[config.mk]
export PLATFORM = sky130hd
export DESIGN_NAME = axi_traffic_seq
export DESIGN_NICKNAME = d
export VERILOG_FILES = /design/src/rtl/ats_pkg.sv /design/src/rtl/ats_lfsr_beat.sv /design/src/rtl/ats_entry_pick.sv /design/src/rtl/ats_counter.sv /design/src/rtl/axi_traffic_seq.sv
export SDC_FILE = /design/constraint.sdc
export NUM_CORES = 1
export LEC_CHECK = 0
export BUFFER_PORTS_ARGS = -buffer_cell sky130_fd_sc_hd__buf_2
export CAP_MARGIN = 0
export CORE_AREA = 2 2 570 572
export DETAILED_ROUTE_END_ITERATION = 10
export DIE_AREA = 0 0 572 574
export PLACE_DENSITY_LB_ADDON = 0.25
export SYNTH_ARGS = -nofsm -noshare
export SYNTH_HDL_FRONTEND = slang
export SYNTH_SLANG_ARGS = --single-unit
[constraint.sdc]
create_clock -name clk -period 3.9 [get_ports clk]
set_clock_uncertainty 0.05 [all_clocks]
set_input_delay 0.78 -clock clk [delete_from_list [all_inputs] [get_ports clk]]
set_output_delay 0.78 -clock clk [all_outputs]
set_load 0.005 [all_outputs]
[src/rtl/ats_pkg.sv]
package ats_pkg;

   localparam int LFSR_W = 128;
   localparam logic [LFSR_W-1:0] DEF_SEED = 128'h0123_4567_89AB_CDEF_FEDC_BA98_7654_3210;
   localparam logic [1:0] BURST_INCR = 2'b01;

   typedef enum logic [2:0] {
      ST_GAP,
      ST_ADDR,
      ST_WDAT,
      ST_WRSP,
      ST_RDAT,
      ST_DONE
   } seq_state_e;

   function automatic logic [LFSR_W-1:0] lfsr_next(input logic [LFSR_W-1:0] s);
      return {s[LFSR_W-2:0], s[127] ^ s[125] ^ s[100] ^ s[98]};
   endfunction

endpackage

[src/rtl/ats_lfsr_beat.sv]
module ats_lfsr_beat
   import ats_pkg::*;
#(
   parameter int DATA_W = 256,
   parameter logic [LFSR_W-1:0] SEED = DEF_SEED
) (
   input  logic              clk,
   input  logic              rst_n,
   input  logic              reseed,
   input  logic              advance,
   output logic [DATA_W-1:0] beat
);

   logic [LFSR_W-1:0] state;
   logic [LFSR_W-1:0] step1;

   assign step1 = lfsr_next(state);

   initial begin
      if (DATA_W != LFSR_W && DATA_W != 2 * LFSR_W)
         $fatal(1, "ats_lfsr_beat: DATA_W must be one or two generator widths");
   end

   generate
      if (DATA_W == 2 * LFSR_W) begin : g_dual
         assign beat = {step1, state};
         always_ff @(posedge clk or negedge rst_n) begin
            if (!rst_n)       state <= SEED;
            else if (reseed)  state <= SEED;
            else if (advance) state <= lfsr_next(step1);
         end
      end else begin : g_single
         assign beat = state;
         always_ff @(posedge clk or negedge rst_n) begin
            if (!rst_n)       state <= SEED;
            else if (reseed)  state <= SEED;
            else if (advance) state <= step1;
         end
      end
   endgenerate

   a_r5_seed_zero_free: assert property (@(posedge clk) disable iff (!rst_n)
      state != '0);

endmodule

[src/rtl/ats_entry_pick.sv]
module ats_entry_pick #(
   parameter int ENTRIES = 16,
   parameter int LEN_W   = 8,
   parameter int ADDR_W  = 32,
   localparam int IDX_W  = $clog2(ENTRIES)
) (
   input  logic [ENTRIES-1:0]        op_bits,
   input  logic [ENTRIES*LEN_W-1:0]  len_table,
   input  logic [ENTRIES*ADDR_W-1:0] addr_table,
   input  logic [IDX_W-1:0]          idx,
   output logic                      is_wr,
   output logic [LEN_W-1:0]          len,
   output logic [ADDR_W-1:0]         addr
);

   initial begin
      if (ENTRIES != (1 << IDX_W))
         $fatal(1, "ats_entry_pick: ENTRIES must be a power of two");
   end

   assign is_wr = op_bits[idx];
   assign len   = len_table[idx*LEN_W +: LEN_W];
   assign addr  = addr_table[idx*ADDR_W +: ADDR_W];

endmodule

[src/rtl/ats_counter.sv]
module ats_counter #(
   parameter int W = 64
) (
   input  logic         clk,
   input  logic         rst_n,
   input  logic         inc,
   output logic [W-1:0] cnt
);

   initial begin
      if (W < 2) $fatal(1, "ats_counter: width too small");
   end

   always_ff @(posedge clk or negedge rst_n) begin
      if (!rst_n)   cnt <= '0;
      else if (inc) cnt <= cnt + 1'b1;
   end

endmodule

[src/rtl/axi_traffic_seq.sv]
module axi_traffic_seq
   import ats_pkg::*;
#(
   parameter int ENTRIES = 16,
   parameter int LEN_W   = 8,
   parameter int ADDR_W  = 32,
   parameter int DATA_W  = 256,
   parameter int LOOP_W  = 32,
   parameter int CNT_W   = 64,
   parameter logic [LFSR_W-1:0] SEED = DEF_SEED,
   localparam int IDX_W  = $clog2(ENTRIES),
   localparam int STRB_W = DATA_W / 8
) (
   input  logic                      clk,
   input  logic                      rst_n,
   input  logic                      pause,
   input  logic [ENTRIES-1:0]        op_bits,
   input  logic [IDX_W-1:0]          last_idx,
   input  logic [LOOP_W-1:0]         pass_count,
   input  logic [ENTRIES*LEN_W-1:0]  len_table,
   input  logic [ENTRIES*ADDR_W-1:0] addr_table,
   output logic                      awvalid,
   input  logic                      awready,
   output logic [ADDR_W-1:0]         awaddr,
   output logic [LEN_W-1:0]          awlen,
   output logic [2:0]                awsize,
   output logic [1:0]                awburst,
   output logic                      wvalid,
   input  logic                      wready,
   output logic [DATA_W-1:0]         wdata,
   output logic [STRB_W-1:0]         wstrb,
   output logic                      wlast,
   input  logic                      bvalid,
   output logic                      bready,
   output logic                      arvalid,
   input  logic                      arready,
   output logic [ADDR_W-1:0]         araddr,
   output logic [LEN_W-1:0]          arlen,
   output logic [2:0]                arsize,
   output logic [1:0]                arburst,
   input  logic                      rvalid,
   output logic                      rready,
   input  logic [DATA_W-1:0]         rdata,
   input  logic                      rlast,
   output logic                      done,
   output logic                      error,
   output logic [CNT_W-1:0]          beat_total,
   output logic [CNT_W-1:0]          cycle_total
);

   localparam logic [2:0] AX_SIZE = 3'($clog2(STRB_W));

   initial begin
      if (DATA_W % 8 != 0) $fatal(1, "axi_traffic_seq: DATA_W not byte aligned");
      if (LEN_W > 8)       $fatal(1, "axi_traffic_seq: AXI4 length is at most 8 bits");
   end

   seq_state_e           st;
   logic [IDX_W-1:0]     idx;
   logic [LOOP_W-1:0]    pass;
   logic [LEN_W-1:0]     beat;
   logic                 cur_wr;
   logic [LEN_W-1:0]     cur_len;
   logic [ADDR_W-1:0]    cur_addr;
   logic [DATA_W-1:0]    gen_w;
   logic [DATA_W-1:0]    gen_r;
   logic                 w_hs, r_hs, fin, wrap, last_pass;

   ats_entry_pick #(.ENTRIES(ENTRIES), .LEN_W(LEN_W), .ADDR_W(ADDR_W)) u_pick (
      .op_bits(op_bits), .len_table(len_table), .addr_table(addr_table),
      .idx(idx), .is_wr(cur_wr), .len(cur_len), .addr(cur_addr)
   );

   assign w_hs      = wvalid && wready;
   assign r_hs      = rvalid && rready;
   assign fin       = (st == ST_WRSP && bvalid) || (st == ST_RDAT && rvalid && rlast);
   assign wrap      = fin && (idx == last_idx);
   assign last_pass = ({1'b0, pass} + 1'b1) >= {1'b0, pass_count};

   // both generators restart at each new pass
   ats_lfsr_beat #(.DATA_W(DATA_W), .SEED(SEED)) u_wgen (
      .clk(clk), .rst_n(rst_n), .reseed(wrap && !last_pass), .advance(w_hs), .beat(gen_w)
   );
   ats_lfsr_beat #(.DATA_W(DATA_W), .SEED(SEED)) u_rgen (
      .clk(clk), .rst_n(rst_n), .reseed(wrap && !last_pass), .advance(r_hs), .beat(gen_r)
   );

   always_ff @(posedge clk or negedge rst_n) begin
      if (!rst_n) begin
         st   <= ST_GAP;
         idx  <= '0;
         pass <= '0;
         beat <= '0;
      end else begin
         unique case (st)
            ST_GAP:  if (!pause) st <= ST_ADDR;
            ST_ADDR: begin
               beat <= '0;
               if (cur_wr && awready)       st <= ST_WDAT;
               else if (!cur_wr && arready) st <= ST_RDAT;
            end
            ST_WDAT: if (wready) begin
               beat <= beat + 1'b1;
               if (beat == cur_len) st <= ST_WRSP;
            end
            ST_WRSP, ST_RDAT: if (fin) begin
               if (!wrap) begin
                  idx <= idx + 1'b1;
                  st  <= ST_GAP;
               end else if (last_pass) begin
                  st <= ST_DONE;
               end else begin
                  idx  <= '0;
                  pass <= pass + 1'b1;
                  st   <= ST_GAP;
               end
            end
            ST_DONE: st <= ST_DONE;
            default: st <= ST_GAP;
         endcase
      end
   end

   always_ff @(posedge clk or negedge rst_n) begin
      if (!rst_n)                     error <= 1'b0;
      else if (r_hs && rdata != gen_r) error <= 1'b1;
   end

   assign awvalid = (st == ST_ADDR) && cur_wr;
   assign arvalid = (st == ST_ADDR) && !cur_wr;
   assign awaddr  = cur_addr;
   assign araddr  = cur_addr;
   assign awlen   = cur_len;
   assign arlen   = cur_len;
   assign awsize  = AX_SIZE;
   assign arsize  = AX_SIZE;
   assign awburst = BURST_INCR;
   assign arburst = BURST_INCR;
   assign wvalid  = (st == ST_WDAT);
   assign wdata   = gen_w;
   assign wstrb   = '1;
   assign wlast   = wvalid && (beat == cur_len);
   assign bready  = (st == ST_WRSP);
   assign rready  = (st == ST_RDAT);
   assign done    = (st == ST_DONE);

   ats_counter #(.W(CNT_W)) u_beats (
      .clk(clk), .rst_n(rst_n), .inc(w_hs || r_hs), .cnt(beat_total)
   );
   ats_counter #(.W(CNT_W)) u_cycles (
      .clk(clk), .rst_n(rst_n), .inc(!done), .cnt(cycle_total)
   );

   a_r3_gap_after_bresp: assert property (@(posedge clk) disable iff (!rst_n)
      (bvalid && bready) |=> (!awvalid && !arvalid));
   a_r3_gap_after_rlast: assert property (@(posedge clk) disable iff (!rst_n)
      (rvalid && rready && rlast) |=> (!awvalid && !arvalid));
   a_r4_done_quiet: assert property (@(posedge clk) disable iff (!rst_n)
      done |=> (done && !awvalid && !arvalid && !wvalid));
   a_r7_error_sticky: assert property (@(posedge clk) disable iff (!rst_n)
      error |=> error);
   a_r9_cycles_frozen: assert property (@(posedge clk) disable iff (!rst_n)
      done |=> $stable(cycle_total));
   a_r10_pause_holds: assert property (@(posedge clk) disable iff (!rst_n)
      (pause && !awvalid && !arvalid && !wvalid && !bready && !rready && !done)
      |=> (!awvalid && !arvalid));
   a_r12_aw_hold: assert property (@(posedge clk) disable iff (!rst_n)
      (awvalid && !awready) |=> (awvalid && $stable(awaddr) && $stable(awlen)));
   a_r12_ar_hold: assert property (@(posedge clk) disable iff (!rst_n)
      (arvalid && !arready) |=> (arvalid && $stable(araddr) && $stable(arlen)));
   a_r12_w_hold: assert property (@(posedge clk) disable iff (!rst_n)
      (wvalid && !wready) |=> (wvalid && $stable(wdata)));

endmodule

==> results by stage <==
Floorplanning:
- The floorplan has 209 rows.
- The die span in x is 572 microns.
- Pin placement for this block handled 1471 I/O pins.
- For this configuration, the core starts out at a cell density of 0.08980.
- The area of the die is 328300 sq um.
- The floorplan step defined a core boundary enclosing 322700 sq um.
- The die is 574 microns tall.

Outcome:
- The run finished, with violations left.
- The final reports fail on setup timing.

Synthesis:
- The netlist uses 57 different library cells.
- The compound-gate portion of the synthesized area came to 0.08658.
- The synthesized-area fraction occupied by and/or/nand/nor cells is 0.1799.
- The adder and majority cell fraction of the synthesized area is 0.01598.
- The cell count after synthesis came out at 3111.
- Counting flops with a built-in enable in the synthesized netlist gives 0.
- Each instance of the synthesized netlist takes up on average 9.314 sq um.
- Of the post-synthesis cell area, the part taken by muxes is 0.1278.
- Of the total synthesized cell area, the portion taken by XOR and XNOR cells is 0.1197.
- By area, the combinational part of the netlist is dominated by simple AND/OR/NAND/NOR gates.
- For this run, the leading register cell type out of synthesis is sky130_fd_sc_hd__dfrtp_1.
- The count of warnings emitted by yosys is 0.
- After synthesis, the share of flip-flops with an asynchronous set or reset is 1.000.
- Of the synthesized area, sequential elements account for 0.3786.
- The synthesized design contains 432 register bits.
- In this run the cell area of the synthesized design comes to 28980 sq um.

Global route:
- The wire length of the first global-routing pass is 324700 microns.
- The met2 track utilization from global routing is 0.2409.
- The global routing stage identified its most utilized layer as met2.
- For this run, global-route usage on met1 was measured as 0.2022.
- The maximum number of pins on one net before global-route repair is 126.
- The number of global-route vias before repair is 31500.
- The total grt overflow is 0.
- The initial antenna violation count is 146.
- For this run, the total global-route usage over all layers was measured as 0.1501.
- The routing usage on met3 is 0.03242.

Place:
- Summed over all nets, the half-perimeter wirelength after detailed placement is 215800 microns.
- The final weighted congestion of routability-driven global placement is 0.9517.
- In this run the tool buffered the top-level ports with 1428 buffer cells.
- The placed standard-cell area is 41940 sq um.
- The pre-CTS setup slack is -0.7682 ns.
- In this run, placement finished with an instance count of 8775.

Final layout:
- Relative to the synthesized area, the layout overhead comes to 69.82%.
- Summing all non-filler instances in the final layout gives an area of 49210 sq um.
- The finished layout holds 9085 standard cells, fillers aside.
- For this run, the post-layout net count is 5639.
- The final standard cell utilization of the core is 0.1525.
- The most frequent standard cell in the layout excluding fill and tap cells is sky130_fd_sc_hd__buf_2.
- In the layout the commonest cells are 1390 x sky130_fd_sc_hd__buf_2, 589 x sky130_fd_sc_hd__nand2_1, 300 x sky130_fd_sc_hd__dfrtp_1.
- Of the cells placed in the final design, the portion with a size suffix greater than 1 is 0.5470.

Power and ir drop:
- The areal power density over the cells is 616.1 nW/um^2.
- The net load switching power is 13.57 mW.
- The sum of internal, switching and leakage power is 30.32 mW.
- The share of total power in combinational logic is 0.552.
- The largest voltage drop on the vdd net is 0.4661 mV.
- The internal power is 16.75 mW.
- The analysis attributes to cell leakage a power of 22.95 nW.
- Of the total power, the clock network draws 0.181.
- The switching portion of total power is 0.4477.
- The share of total power dissipated in sequential elements is 0.267.

Routing:
- The detailed-route via count is 31977.
- The remaining antenna violation count is 0.
- The length of the first detailed-routing pass in iterations is 5.
- Dividing the detail-routed wire length by the instance count gives 28.95 microns.
- For this block, the initial DRC count from the detailed router was 2112.
- The final wirelength is 263000 microns.
- The average vias per placed instance is 3.520.
- In the routed design, unresolved DRC markers number 0.

Timing:
- The slew at the pin closest to its max-slew limit is 0.8580 ns.
- The number of hold-slack violations in the final timing report is 0.
- The max-slew violation count is 0.
- The final critical delay including setup and external delays is 4.554 ns.
- Derived from the worst setup path, the maximum achievable clock frequency is 219.6 MHz.
- The post-route fraction of the period consumed by the critical path is 1.168.
- Setup violations remaining at the end of the flow were counted as 121.
- Setup repair after global routing could not meet its margin everywhere.
- Final hold analysis gives a worst-case slack of 0.05238 ns.
- The setup slack of the critical path after layout is -0.6536 ns.
- After routing, the total negative slack on setup checks comes to -12.75 ns.
- The worst pin sits at a relative slew slack of 0.4280.

CTS:
- The insertion delay of the later-clocked pin in the worst-skew pair is 0.70 ns.
- The TritonCTS clock tree is yes.
- Buffers inserted during clock tree synthesis total 58.
- The count of H-tree levels built during CTS is 2.
- The clock sink total is 432.
- The clock-pin slew of the registers on the worst-case setup and hold paths is 0.06 ns.
- CTS placed an instance of sky130_fd_sc_hd__clkbuf_16 at the clock tree root.
- The worst-case clock buffer depth is 3.

Worst setup path:
- The critical path goes through buf_6 > buf_12 > mux4_2 > mux2_4 > mux2i_1 > buf_4 > xor2_1 > nand4_1 > nor4_4 > buf_4 > and2_4 > buf_6.
- The largest individual stage delay along the critical path comes from the cell sky130_fd_sc_hd__mux4_2.
- The data arrival time of the critical path is 3.72 ns.
- The maximum fanout count along the critical path is 8.
- The path depth of the worst reg2reg path is 19.
- The data required time at the worst endpoint is 3.07 ns.
- The endpoint type of the worst setup path is an output pin.
- The largest single stage delay on the critical path is 0.71 ns.
- The nature of the critical path startpoint is a flop.
- The setup path with the least slack is of type reg2out.

Hold path:
- The path category of the worst min-delay check is in2async.

Run:
- The number of max-cap violations is 0.
-- sequential cells by signal, summed over array words and instances (netlist names) --
register      count
pass             32
error             1
u_rgen.state    128
u_beats.cnt      64
st                3
u_wgen.state    128
idx               4
u_cycles.cnt     64
beat              8
-- critical path: cells and delay by family (launching register included) --
kind	cells	cell delay (ns)
mux	3	1.21
simple gates	3	0.50
flops	1	0.48
buf+inv	5	0.67
xor+xnor	1	0.15
-- per-layer routing --
layer / vias up / share of wire
li1: 13857 / -
met1: 16107 / 0.44
met2: 1616 / 0.45
met3: 351 / 0.074
met4: 46 / 0.027
met5: - / 0.0012
-- synth_stat cells, types with 11 or more instances --
master / count / area (sq um)
sky130_fd_sc_hd__and3_1: 64 / 400.4
sky130_fd_sc_hd__nand2_1: 635 / 2384
sky130_fd_sc_hd__dfstp_2: 128 / 3363
sky130_fd_sc_hd__and2_1: 12 / 75.07
sky130_fd_sc_hd__a21oi_1: 146 / 730.7
sky130_fd_sc_hd__a221oi_1: 76 / 665.6
sky130_fd_sc_hd__nor2_1: 77 / 289.0
sky130_fd_sc_hd__and4_1: 13 / 113.9
sky130_fd_sc_hd__o211ai_1: 16 / 120.1
sky130_fd_sc_hd__nor3_1: 32 / 160.2
sky130_fd_sc_hd__xnor2_1: 241 / 2111
sky130_fd_sc_hd__clkbuf_1: 101 / 379.1
sky130_fd_sc_hd__ha_1: 37 / 462.9
sky130_fd_sc_hd__nor4_1: 37 / 231.5
sky130_fd_sc_hd__o22ai_1: 18 / 112.6
sky130_fd_sc_hd__mux2i_1: 137 / 1371
sky130_fd_sc_hd__buf_2: 54 / 270.3
sky130_fd_sc_hd__buf_1: 11 / 41.29
sky130_fd_sc_hd__a22oi_1: 42 / 315.3
sky130_fd_sc_hd__o21ai_0: 38 / 190.2
sky130_fd_sc_hd__buf_4: 210 / 1577
sky130_fd_sc_hd__nand3_1: 183 / 915.9
sky130_fd_sc_hd__xor2_1: 155 / 1358
sky130_fd_sc_hd__dfrtp_1: 304 / 7607
sky130_fd_sc_hd__nand4_1: 73 / 456.7
sky130_fd_sc_hd__inv_1: 85 / 319.1
sky130_fd_sc_hd__mux4_2: 92 / 2072
-- timing repair --
| item | in CTS | in global routing |
|---|---|---|
| endpoints found under the setup margin | 364 | 370 |
| gates cloned | 25 | 20 |
| setup buffers | 62 | 58 |
| hold buffers | 0 | 0 |
| pin swaps | 79 | 140 |
| resized for setup | 316 | 446 |
-- area by class of cell --
type / count / area [sq um]
Antenna cell: 65 / 162.7
Tap cell: 4325 / 5411
Timing Repair Buffer: 1813 / 12430
Clock inverter: 23 / 212.7
Inverter: 89 / 344.1
Multi-Input combinational cell: 2251 / 17990
Fill cell: 36846 / 273500
Clock buffer: 87 / 1672
Sequential cell: 432 / 10990
-- kinds of logic after synthesis --
| family | Yosys count |
|---|---|
| flip-flops | 432 |
| other | 2 |
| multiplexers | 244 |
| adder cells (fa/ha/maj) | 37 |
| buffers and inverters | 468 |
| AND/OR/NAND/NOR | 1151 |
| AO/OA/AOI/OAI | 381 |
| XOR/XNOR | 396 |
-- power by group through the flow --
stage	clock network [mW]	registers [mW]	logic, mW
6_report	5.48	8.10	16.7
5_1_grt	5.88	8.22	17.7
4_1_cts	5.71	8.14	15.7
3_5_place_dp	0	8.19	13.0
3_3_place_gp	0	8.16	13.0
2_1_floorplan	0	6.93	6.77
-- worst paths after layout --
check / startpoint / endpoint / slack (ns)
setup / recovery: idx[0]$_DFFE_PN0P_ / wlast / -0.65
hold / removal: rst_n / u_wgen.state[31]$_DFFE_PN0P_ / 0.05
setup reg to reg: pass[0]$_DFFE_PN0P_ / u_rgen.state[47]$_DFFE_PN1P_ / -0.07
hold reg to reg: error$_DFFE_PN0P_ / error$_DFFE_PN0P_ / 0.41
max in group asynchronous: rst_n / u_cycles.cnt[49]$_DFFE_PN0N_ / 2.68
min in group clk: awready / st[1]$_DFFE_PN0P_ / 0.40
Power figures use the tool's default switching activity.
